==> config.mk <==
export PLATFORM = sky130hd
export DESIGN_NAME = s3w_loader
export DESIGN_NICKNAME = d
export VERILOG_FILES = /design/src/rtl/s3w_pkg.sv /design/src/rtl/s3w_sync_edge.sv /design/src/rtl/s3w_shifter.sv /design/src/rtl/s3w_latch_bank.sv /design/src/rtl/s3w_loader.sv
export SDC_FILE = /design/constraint.sdc
export NUM_CORES = 1
export LEC_CHECK = 0
export BUFFER_PORTS_ARGS = -buffer_cell sky130_fd_sc_hd__buf_2
export CELL_PAD_IN_SITES_DETAIL_PLACEMENT = 0
export CELL_PAD_IN_SITES_GLOBAL_PLACEMENT = 2
export CORE_ASPECT_RATIO = 0.8
export CORE_MARGIN = 10
export CORE_UTILIZATION = 35
export DETAILED_ROUTE_END_ITERATION = 16
export GPL_ROUTABILITY_DRIVEN = 0
export HOLD_SLACK_MARGIN = 0.03
export PLACE_DENSITY = 0.67
export RECOVER_POWER = 100
export SLEW_MARGIN = 15
export SYNTH_ARGS = -nofsm -noshare
export SYNTH_HDL_FRONTEND = slang
export SYNTH_SLANG_ARGS = --single-unit
==> constraint.sdc <==
create_clock -name clk -period 7 [get_ports clk]
set_input_delay 1.05 -clock clk [delete_from_list [all_inputs] [get_ports clk]]
set_output_delay 1.05 -clock clk [all_outputs]
set_load 0.05 [all_outputs]
==> src/rtl/s3w_pkg.sv <==
package s3w_pkg;
  localparam int FRAME_W = 22;
  localparam int CTRL_W  = 2;
  localparam int R_W     = 14;
  localparam int A_W     = 6;
  localparam int B_W     = 11;
  localparam int N_CHAN  = 2;
  // field positions inside a frame
  localparam int R_LSB   = CTRL_W;
  localparam int A_LSB   = CTRL_W;
  localparam int B_LSB   = A_LSB + A_W;
  localparam int PRE_BIT = B_LSB + B_W;
  localparam int RUN_BIT = FRAME_W - 1;

  typedef struct packed {
    logic [R_W-1:0] r;
    logic [A_W-1:0] a;
    logic [B_W-1:0] b;
    logic           pre;
    logic           run;
  } chan_cfg_t;
endpackage

==> src/rtl/s3w_sync_edge.sv <==
module s3w_sync_edge #(
  parameter int WIDTH  = 3,
  parameter int STAGES = 2
) (
  input  logic             clk,
  input  logic             rst_n,
  input  logic [WIDTH-1:0] async_in,
  output logic [WIDTH-1:0] lvl,
  output logic [WIDTH-1:0] rise
);
  for (genvar i = 0; i < WIDTH; i++) begin : g_bit
    logic [STAGES-1:0] chain_q, chain_d;
    logic              prev_q;

    always_comb begin
      chain_d = {chain_q[STAGES-2:0], async_in[i]};
    end

    always_ff @(posedge clk or negedge rst_n) begin
      if (!rst_n) begin
        chain_q <= '0;
        prev_q  <= 1'b0;
      end else begin
        chain_q <= chain_d;
        prev_q  <= chain_q[STAGES-1];
      end
    end

    assign lvl[i]  = chain_q[STAGES-1];
    assign rise[i] = chain_q[STAGES-1] & ~prev_q;
  end
endmodule

==> src/rtl/s3w_shifter.sv <==
module s3w_shifter #(
  parameter int W = 22
) (
  input  logic         clk,
  input  logic         rst_n,
  input  logic         shift_en,
  input  logic         bit_in,
  output logic [W-1:0] frame_q
);
  logic [W-1:0] frame_d;

  always_comb begin
    frame_d = frame_q;
    if (shift_en) frame_d = {frame_q[W-2:0], bit_in};
  end

  always_ff @(posedge clk or negedge rst_n) begin
    if (!rst_n) frame_q <= '0;
    else        frame_q <= frame_d;
  end
endmodule

==> src/rtl/s3w_latch_bank.sv <==
module s3w_latch_bank
  import s3w_pkg::*;
(
  input  logic               clk,
  input  logic               rst_n,
  input  logic               commit,
  input  logic [FRAME_W-1:0] frame,
  output chan_cfg_t          cfg [N_CHAN]
);
  logic [CTRL_W-1:0] code;
  assign code = frame[CTRL_W-1:0];

  for (genvar ch = 0; ch < N_CHAN; ch++) begin : g_chan
    localparam logic [CTRL_W-1:0] CODE_R  = CTRL_W'(2 * ch);
    localparam logic [CTRL_W-1:0] CODE_AB = CTRL_W'(2 * ch + 1);
    chan_cfg_t cfg_q, cfg_d;
    logic      load_r, load_ab;

    assign load_r  = commit && (code == CODE_R);
    assign load_ab = commit && (code == CODE_AB);

    always_comb begin
      cfg_d = cfg_q;
      if (load_r) begin
        cfg_d.r   = frame[R_LSB +: R_W];
        cfg_d.run = frame[RUN_BIT];
      end
      if (load_ab) begin
        cfg_d.a   = frame[A_LSB +: A_W];
        cfg_d.b   = frame[B_LSB +: B_W];
        cfg_d.pre = frame[PRE_BIT];
      end
    end

    always_ff @(posedge clk or negedge rst_n) begin
      if (!rst_n)                  cfg_q <= '0;
      else if (load_r || load_ab)  cfg_q <= cfg_d;
    end

    assign cfg[ch] = cfg_q;
  end
endmodule

==> src/rtl/s3w_loader.sv <==
module s3w_loader
  import s3w_pkg::*;
#(
  parameter int SYNC_STAGES = 2
) (
  input  logic           clk,
  input  logic           rst_n,
  input  logic           ser_clk,
  input  logic           ser_data,
  input  logic           ser_le,
  output logic [R_W-1:0] rf1_rcount,
  output logic [A_W-1:0] rf1_acount,
  output logic [B_W-1:0] rf1_bcount,
  output logic           rf1_pre64,
  output logic           rf1_pdown,
  output logic [R_W-1:0] rf2_rcount,
  output logic [A_W-1:0] rf2_acount,
  output logic [B_W-1:0] rf2_bcount,
  output logic           rf2_pre64,
  output logic           rf2_pdown
);
  localparam int IDX_CLK  = 0;
  localparam int IDX_DATA = 1;
  localparam int IDX_LE   = 2;
  localparam int N_IN     = 3;

  // reset: asserted asynchronously, released on the clock
  logic [1:0] rst_sync_q;
  logic       rst_core_n;
  always_ff @(posedge clk or negedge rst_n) begin
    if (!rst_n) rst_sync_q <= '0;
    else        rst_sync_q <= {rst_sync_q[0], 1'b1};
  end
  assign rst_core_n = rst_sync_q[1];

  logic [N_IN-1:0]    in_lvl, in_rise;
  logic               sclk_rise, le_rise, sdata_lvl;
  logic [FRAME_W-1:0] frame_q;
  chan_cfg_t          cfg [N_CHAN];

  s3w_sync_edge #(.WIDTH(N_IN), .STAGES(SYNC_STAGES)) u_sync (
    .clk      (clk),
    .rst_n    (rst_core_n),
    .async_in ({ser_le, ser_data, ser_clk}),
    .lvl      (in_lvl),
    .rise     (in_rise)
  );

  assign sclk_rise = in_rise[IDX_CLK];
  assign le_rise   = in_rise[IDX_LE];
  assign sdata_lvl = in_lvl[IDX_DATA];

  logic unused_sync;
  assign unused_sync = ^{in_lvl[IDX_CLK], in_lvl[IDX_LE], in_rise[IDX_DATA]};

  s3w_shifter #(.W(FRAME_W)) u_shift (
    .clk      (clk),
    .rst_n    (rst_core_n),
    .shift_en (sclk_rise),
    .bit_in   (sdata_lvl),
    .frame_q  (frame_q)
  );

  s3w_latch_bank u_bank (
    .clk    (clk),
    .rst_n  (rst_core_n),
    .commit (le_rise),
    .frame  (frame_q),
    .cfg    (cfg)
  );

  // channel index 0 is RF2 (codes 00/01), index 1 is RF1 (codes 10/11)
  assign rf2_rcount = cfg[0].r;
  assign rf2_acount = cfg[0].a;
  assign rf2_bcount = cfg[0].b;
  assign rf2_pre64  = cfg[0].pre;
  assign rf2_pdown  = ~cfg[0].run;
  assign rf1_rcount = cfg[1].r;
  assign rf1_acount = cfg[1].a;
  assign rf1_bcount = cfg[1].b;
  assign rf1_pre64  = cfg[1].pre;
  assign rf1_pdown  = ~cfg[1].run;
endmodule

==> results list, run 1 <==
- Run status: finished, violations left
- The checks that failed: capacitance limit, slew limit.
* Part of the Yosys area used for sequential elements: 0.5907
* Pwr Density: 495.9 mW/mm2
* Storage element area: 0.002452 mm2
- Synthesis inferred 98 register bits.
* Sum of routed wire segments on met1: 3653 um
* Standard-cell rows: 35
- Routed length on met3: 408 um
- The final count of pins violating max slew came to 16.
- Met2 Wirelength: 3466 um
- Total GRT Usage: 0.09545
- A synthesized cell averages 15.73 um2.
- Maximum root-to-sink buffer count: 2
- Initial standard-cell utilization of the core: 0.3591
- CP Cell Sequence: nor4bb_1, mux2_2
- Length in cells of the worst reg-to-reg path: 2
* Detailed-routing iteration count for the pre-antenna-repair pass: 2
- At the worst endpoint, the required time is 7.22 ns.
- After global routing the overflow that remains totals 0.
* Mean routed wirelength per cell: 17.75 um
- After detailed routing, the total wire length is 7631 um.
* Cell type of the slowest stage on the worst timing path: sky130_fd_sc_hd__nor4bb_1
- Post-Syn Area: 0.004151 mm2
* Final critical-path share of the clock period: 0.4865
- The path class of the tightest hold or removal check is flip-flop to async pin.
- Max IR drop VDD: 0.1868 mV
- At the pin with the least slew margin, the transition time is 3.074 ns.
- Leakage component of the power: 0.001991 uW
* Synthesis-to-layout area growth: 3.255%
- Number of warning messages in the yosys log: 0
- At the later pin of the worst-skew pair, clock insertion delay measures 0.33 ns.
- TritonCTS built the clock tree.
* DIE HEIGHT: 117.4 um
- Top-level port count: 71
- In this design, the stage delay of the slowest critical-path cell is 2.39 ns.
- Number of failing hold endpoints at the final stage: 0
* Antenna violations before repair: 0
- Antenna diodes: 0
- Via/cell ratio: 4.372
- Detailed routing inserted a total of 1,880 vias.
- CP delay by family, top: simple AND/OR/NAND/NOR gates
* Post-synth top area share: 0.5907
* Async SR Flop Fraction: 1.000
* Antenna Nets Post-Route: 0
* Floorplan core area: 0.01156 mm2
- Accumulated negative setup slack: 0 ns
- Die footprint: 0.01664 mm2
- Max-cap violations in this run came to 1.
- Total number of cells along the worst setup path: 2
- Number of nets in the layout: 284
- In the synthesized netlist, the cells that appear most often are sky130_fd_sc_hd__dfrtp_1 (98), sky130_fd_sc_hd__buf_4 (63), sky130_fd_sc_hd__mux2_2 (54).
* Post-CTS setup repair buffer count: 0
- Of the cells placed in the final design, the portion with a size suffix greater than 1 is 0.2589.
- Counting both buffers and inverters, the worst setup path holds a total of 0.
- The count of buffers added on input and output ports is 70.
* Net count after synthesis: 269
- Core Util, Final: 0.3708
* Post-synth EDFFs: 0
* Unique masters post-synth: 16
- Pin count of the biggest net entering global routing: 77
* Data arrival, critical path: 3.63 ns
* Sort of element at the start of the critical path: flip-flop
* Uppermost layer routed: met4
- CTS saw 98 sinks.
- Setup repair after global routing left no endpoint under its margin.
* Chip width: 141.8 um
* Sum of net half-perimeters after detailed placement: 5127 um
- The first routing iteration left 91 violations.
- Layout fillers: 1,190
* Category of the most critical setup path: flip-flop to flip-flop
- Largest cells by area after synthesis: sky130_fd_sc_hd__dfrtp_1 (59%), sky130_fd_sc_hd__mux2_2 (15%), sky130_fd_sc_hd__buf_4 (11%)
* Via count of the first global-routing pass: 2,119
- sky130_fd_sc_hd__dfrtp_1 is the most common cell in the netlist.
- Hold-fix buffer count after cts: 0
* Final period demand of the worst path: 3.405 ns
- Of all nets on the critical path, the largest fanout is 15.
- Across the routed clock network, the largest skew measured is 0.005899 ns.
- Dominant cell type by area after synthesis: sky130_fd_sc_hd__dfrtp_1
- Clock-pin slew reported for the worst setup and hold paths after clock tree synthesis: 0.06 ns
- Root Driver: sky130_fd_sc_hd__clkbuf_16
- First-pass GRT wire length: 12,540 um
- Endpoint type of the worst setup path: flip-flop
- Max frequency: 293.7 MHz
- Buffers inserted during clock tree synthesis total 9.
- Setup violations remaining at the end of the flow were counted as 0.
- After detailed routing, the number of remaining DRC violations is 0.
- Synthesized instance count: 264
- The multi-input combinational cells in the finished layout cover a total of 0.001049 mm2.
* Post-cts repair resize count: 0
- Max-slew headroom at the worst pin: -1.078
* H-Tree Level Count: 3
* Most used flip-flop cell after synthesis: sky130_fd_sc_hd__dfrtp_1
[final cells by class]
cell class | instances | share of cell area
sequential | 98 | 0.5721
clock inverter | 3 | 0.01518
tap | 148 | 0.04320
clock buffer | 11 | 0.05663
timing repair buffer | 74 | 0.06655
inverter | 2 | 0.001751
multi-input combinational | 94 | 0.2446
[layout by cell type (no fill, tap or decap)]
cell,count
sky130_fd_sc_hd__buf_4,1
sky130_fd_sc_hd__dfrtp_1,98
sky130_fd_sc_hd__and4bb_1,1
sky130_fd_sc_hd__clkbuf_8,1
sky130_fd_sc_hd__nor4bb_1,1
sky130_fd_sc_hd__clkbuf_1,71
sky130_fd_sc_hd__buf_2,3
sky130_fd_sc_hd__nor2b_1,1
sky130_fd_sc_hd__nand4b_1,1
sky130_fd_sc_hd__mux2_4,2
sky130_fd_sc_hd__mux2_2,54
sky130_fd_sc_hd__bufinv_16,2
sky130_fd_sc_hd__inv_1,2
sky130_fd_sc_hd__nor4b_1,1
sky130_fd_sc_hd__clkbuf_16,9
sky130_fd_sc_hd__clkinv_2,1
sky130_fd_sc_hd__mux2_1,32
sky130_fd_sc_hd__conb_1,1
[cell families (layout without fill, tap and decap cells)]
family | after synthesis | after routing | share of synthesized area
flip-flops | 98 | 98 | 0.5907
multiplexers | 88 | 88 | 0.2568
buffers and inverters | 72 | 90 | 0.1332
AND/OR/NAND/NOR | 5 | 5 | 0.01838
other | 1 | 1 | 0.0009033
[power breakdown]
group	internal, uW	leakage, uW	switching, uW	total (uW)
sequential	736	0.00127	132	868
combinational	172	0.000570	573	745
clock	318	0.000151	195	513
[flip-flops by register name, indices dropped and copies added (netlist names)]
name                  count
rst_sync_q                2
u_bank.cfg               66
u_shift.frame_q          22
u_sync.g_bit.chain_q      6
u_sync.g_bit.prev_q       2
[final timing paths]
path                                                           start                                    to  slack, ns
worst min-delay path                         rst_sync_q[1]$_DFF_PN0_            u_bank.cfg[60]$_DFFE_PN0P_       0.35
min in group clk                u_sync.g_bit[0].chain_q[0]$_DFF_PN0_  u_sync.g_bit[0].chain_q[1]$_DFF_PN0_       0.35
worst min register to register               rst_sync_q[1]$_DFF_PN0_            u_bank.cfg[60]$_DFFE_PN0P_       0.35
max in group asynchronous                    rst_sync_q[1]$_DFF_PN0_            u_bank.cfg[26]$_DFFE_PN0P_       5.18
worst max register to register        u_shift.frame_q[0]$_DFFE_PN0P_             u_bank.cfg[0]$_DFFE_PN0P_       3.59
worst max-delay path                  u_shift.frame_q[0]$_DFFE_PN0P_             u_bank.cfg[0]$_DFFE_PN0P_       3.59
[metal layers]
| layer | GRT usage | up-vias |
|---|---|---|
| met1 | 0.1268 | 971 |
| li1 | - | 859 |
| met3 | 0.03710 | 7 |
| met2 | 0.1359 | 43 |
| met4 | 0.03635 | 0 |
| met5 | 0 | - |
[metrics by stage]
step	std cells	hold WS, ns	power [uW]	setup WS [ns]	area, um2
CTS	430	0.2160	2236	4.912	4501
global route	430	0.3658	2240	3.242	4287
global placement	416	0.2140	1706	4.971	4193
detailed placement	416	0.2180	1712	4.959	4193
floorplan	264	0.3312	1683	4.068	4151
finish	430	0.3451	2126	3.595	4287
[worst reg2reg max path, delay by kind of cell (launching register included)]
family / cells / cell delay, ns
DFF: 1 / 0.42
muxes: 1 / 0.48
and+or+nand+nor: 1 / 2.39
No activity file was read; power rests on OpenSTA's default activity.
==> run 2, diff against run 1 <==
- ABC_AREA: default -> 1
- CORE_UTILIZATION: 35 -> 31
- PLACE_DENSITY: 0.67 -> 0.72
- clock period: 7 -> 2.75 ns (I/O delays scaled with it)
==> results list, run 2 <==
- The run finished, with violations left.
- Violations in the final reports: capacitance limit, slew limit
* Clock-pin slew reported for the worst setup and hold paths after clock tree synthesis: 0.06 ns
- Root Driver: sky130_fd_sc_hd__clkbuf_16
- DIE HEIGHT: 124.5 um
* Input/output buffers: 70
- Most used flip-flop cell after synthesis: sky130_fd_sc_hd__dfrtp_1
- After detailed routing, the number of vias per cell comes to 4.381.
- Max-slew headroom at the worst pin: -0.06432
- Setup violations remaining at the end of the flow were counted as 0.
- During I/O placement, the number of pins put on the boundary was 71.
- The setup path with the least slack is of type flip-flop to flip-flop.
- Ranked by total cell area, the synthesized netlist is headed by sky130_fd_sc_hd__dfrtp_1 (58%), sky130_fd_sc_hd__nand2_1 (17%), sky130_fd_sc_hd__buf_4 (11%).
* Standard-cell rows: 38
- Mean routed wirelength per cell: 15.55 um
- STA classifies the critical path startpoint as a flip-flop.
- Final critical-path share of the clock period: 0.6941
- Number of nets in the layout: 468
- Maximum root-to-sink buffer count: 2
- STA puts the critical path data required time at 2.98 ns.
* Post-CTS setup repair buffer count: 0
- Across the run, the number of max-cap violations was 1.
* Transition time at the pin with the least slew margin: 1.596 ns
- Clock tree synthesis inserted a total of 9 buffers.
- Pin count of the biggest net entering global routing: 59
- Of the synthesized area, sequential elements account for 0.5795.
- The via count of the first global-routing pass is 3,019.
- Across every metal layer, demand over resource in global routing totals 0.1129.
* Min-delay worst type: input port to flip-flop
- The initial utilization of the core area, before any placement, comes to 0.3145.
- Dpl ws: 0.9182 ns
- Relative to the synthesized area, the layout overhead comes to 5.145%.
* Clock network latency to the later pin of the worst-skew pair: 0.34 ns
- The worst path in the final design needs a cycle of 1.909 ns, including I/O delays and setup.
- Detailed-routing iteration count for the pre-antenna-repair pass: 4
- During synthesis, Yosys emitted a total of 0 warnings.
- The first global-routing pass estimated 16,840 um of wire.
- The H-tree generated during clock tree synthesis spans 3 levels.
* Via count: 2,839
- Dominant cell type by area after synthesis: sky130_fd_sc_hd__dfrtp_1
- In this run the cell area of the synthesized design comes to 0.004232 mm2.
- The count of nets left with antenna violations once routing finished came out at 0.
- Synthesized area divided by synthesized cell count: 9.219 um2
- The repair_antennas step left the layout with diodes totalling 0.
- Data arrival, critical path: 2.14 ns
* Synthesized instance count: 459
* Clock Sink Count: 98
- Net count after synthesis: 464
* Post-synth top area share: 0.5795
- Max Transition Viols Final: 39
* Clk_skew: 0.004604 ns
- The floorplan step set the die width to 150.6 um.
* Die footprint: 0.01875 mm2
- The wire-length estimate of the detail-placed layout is 7088 um.
- Counting flops and latches in the post-synthesis netlist gives 98.
* Cell with the most instances after synthesis: sky130_fd_sc_hd__nand2_1
* Number of remaining DRC errors: 0
- Max FFs per register: 66
- Derived from the worst setup path, the maximum achievable clock frequency is 523.9 MHz.
- Post-layout instance area: 0.004449 mm2
- Across all setup checks in the final design, the least slack found is 0.8413 ns.
* Accumulated negative setup slack: 0 ns
- Number of failing hold endpoints at the final stage: 0
- Core Util, Final: 0.3307
* Antenna violations before repair: 0
- Critical Path Fanout Max: 16
* Layout fillers: 1,442
- Remaining global-route overflow: 0
* Placed cell areas: 0.004258 mm2
- Max IR drop VDD: 0.3602 mV
* RSZ-0062 raised after global routing: false
- Floorplan core area: 0.01346 mm2
- Leaving out fill and tap cells, the most frequent cell in the layout is sky130_fd_sc_hd__nand2_1.
- Unique masters post-synth: 19
- The detailed router finished its first iteration with 131 violations.
* Leakage component of the power: 0.002319 uW
- Counting flops with a built-in enable in the synthesized netlist gives 0.
* Pwr Density: 1062 mW/mm2
* Async SR Flop Fraction: 1.000
- Ranked by instance count, the synthesized netlist is headed by sky130_fd_sc_hd__nand2_1 (190), sky130_fd_sc_hd__dfrtp_1 (98), sky130_fd_sc_hd__nand3_1 (65).
- Share of final-layout standard cells stronger than drive strength 1: 0.05342
* Commonest non-fill, non-tap cells in the layout: sky130_fd_sc_hd__nand2_1 (193), sky130_fd_sc_hd__dfrtp_1 (98), sky130_fd_sc_hd__clkbuf_1 (69), sky130_fd_sc_hd__nand3_1 (65), sky130_fd_sc_hd__clkbuf_16 (9)
- Endpoint type of the worst setup path: flip-flop
- The routed design has 10,070 um of wire.
- CTS tree: built
[run 2: what timing repair did]
item                      CTS  global route
hold endpoints to repair    2             0
gates resized for setup     0             0
hold buffers                1             0
[run 2: final timing paths]
kind	startpoint	end	slack, ns	cells after the start
setup / recovery	u_shift.frame_q[1]$_DFFE_PN0P_	u_bank.cfg[55]$_DFFE_PN0P_	0.84	4
max in group asynchronous	rst_sync_q[1]$_DFF_PN0_	u_bank.cfg[46]$_DFFE_PN0P_	1.06	1
min in group asynchronous	rst_n	rst_sync_q[0]$_DFF_PN0_	0.39	2
hold reg to reg	rst_sync_q[0]$_DFF_PN0_	rst_sync_q[1]$_DFF_PN0_	0.35	0
setup reg to reg	u_shift.frame_q[1]$_DFFE_PN0P_	u_bank.cfg[55]$_DFFE_PN0P_	0.84	4
hold / removal	ser_le	u_sync.g_bit[2].chain_q[0]$_DFF_PN0_	0.18	1
[run 2: cells by family (layout without fill, tap and decap cells)]
group | after synthesis | count (layout) | synth area share
flip-flops | 98 | 98 | 0.5795
buffers and inverters | 89 | 98 | 0.1452
other | 1 | 1 | 0.0008862
AND/OR/NAND/NOR | 266 | 266 | 0.2685
AO/OA/AOI/OAI | 5 | 5 | 0.005913
[run 2: cell type report]
class / instances / area [um2] / share of cell area
flip-flops and latches: 98 / 2452 / 0.5512
multi-input cells: 272 / 1150 / 0.2584
repair buffers: 73 / 304.0 / 0.06834
clock buffers: 14 / 274.0 / 0.06159
well taps: 180 / 225.2 / 0.05062
inverters: 9 / 33.78 / 0.007593
clock inverters: 2 / 10.01 / 0.002250
[run 2: metal layers]
layer | GRT usage | up-vias | share of wire
met1 | 0.1547 | 1384 | 0.49
met3 | 0.04248 | 9 | 0.071
met2 | 0.1637 | 59 | 0.43
met5 | 0 | - | 0
li1 | - | 1387 | -
met4 | 0.02826 | 0 | 0.0098
[run 2: power by group]
group,internal [uW],switching (uW),total [uW]
logic,235,1240,1480
registers,1750,292,2040
clock network,685,514,1200
[run 2: stage by stage]
stage / hold WS, ns / power (uW) / cells
after floorplan: 0.1169 / 3563 / 459
after global placement: 0.1991 / 3642 / 631
after detailed placement: 0.1990 / 3656 / 631
after CTS: 0.1634 / 4878 / 648
after global routing: 0.1646 / 5011 / 648
final: 0.1756 / 4724 / 648
[run 2: worst max-delay path, stage by stage, from the launching register on]
cell and delay [ns]:
sky130_fd_sc_hd__dfrtp_1 0.45, sky130_fd_sc_hd__nor2_1 0.77, sky130_fd_sc_hd__nand2_2 0.38, sky130_fd_sc_hd__nand2_1 0.14, sky130_fd_sc_hd__nand2_1 0.06
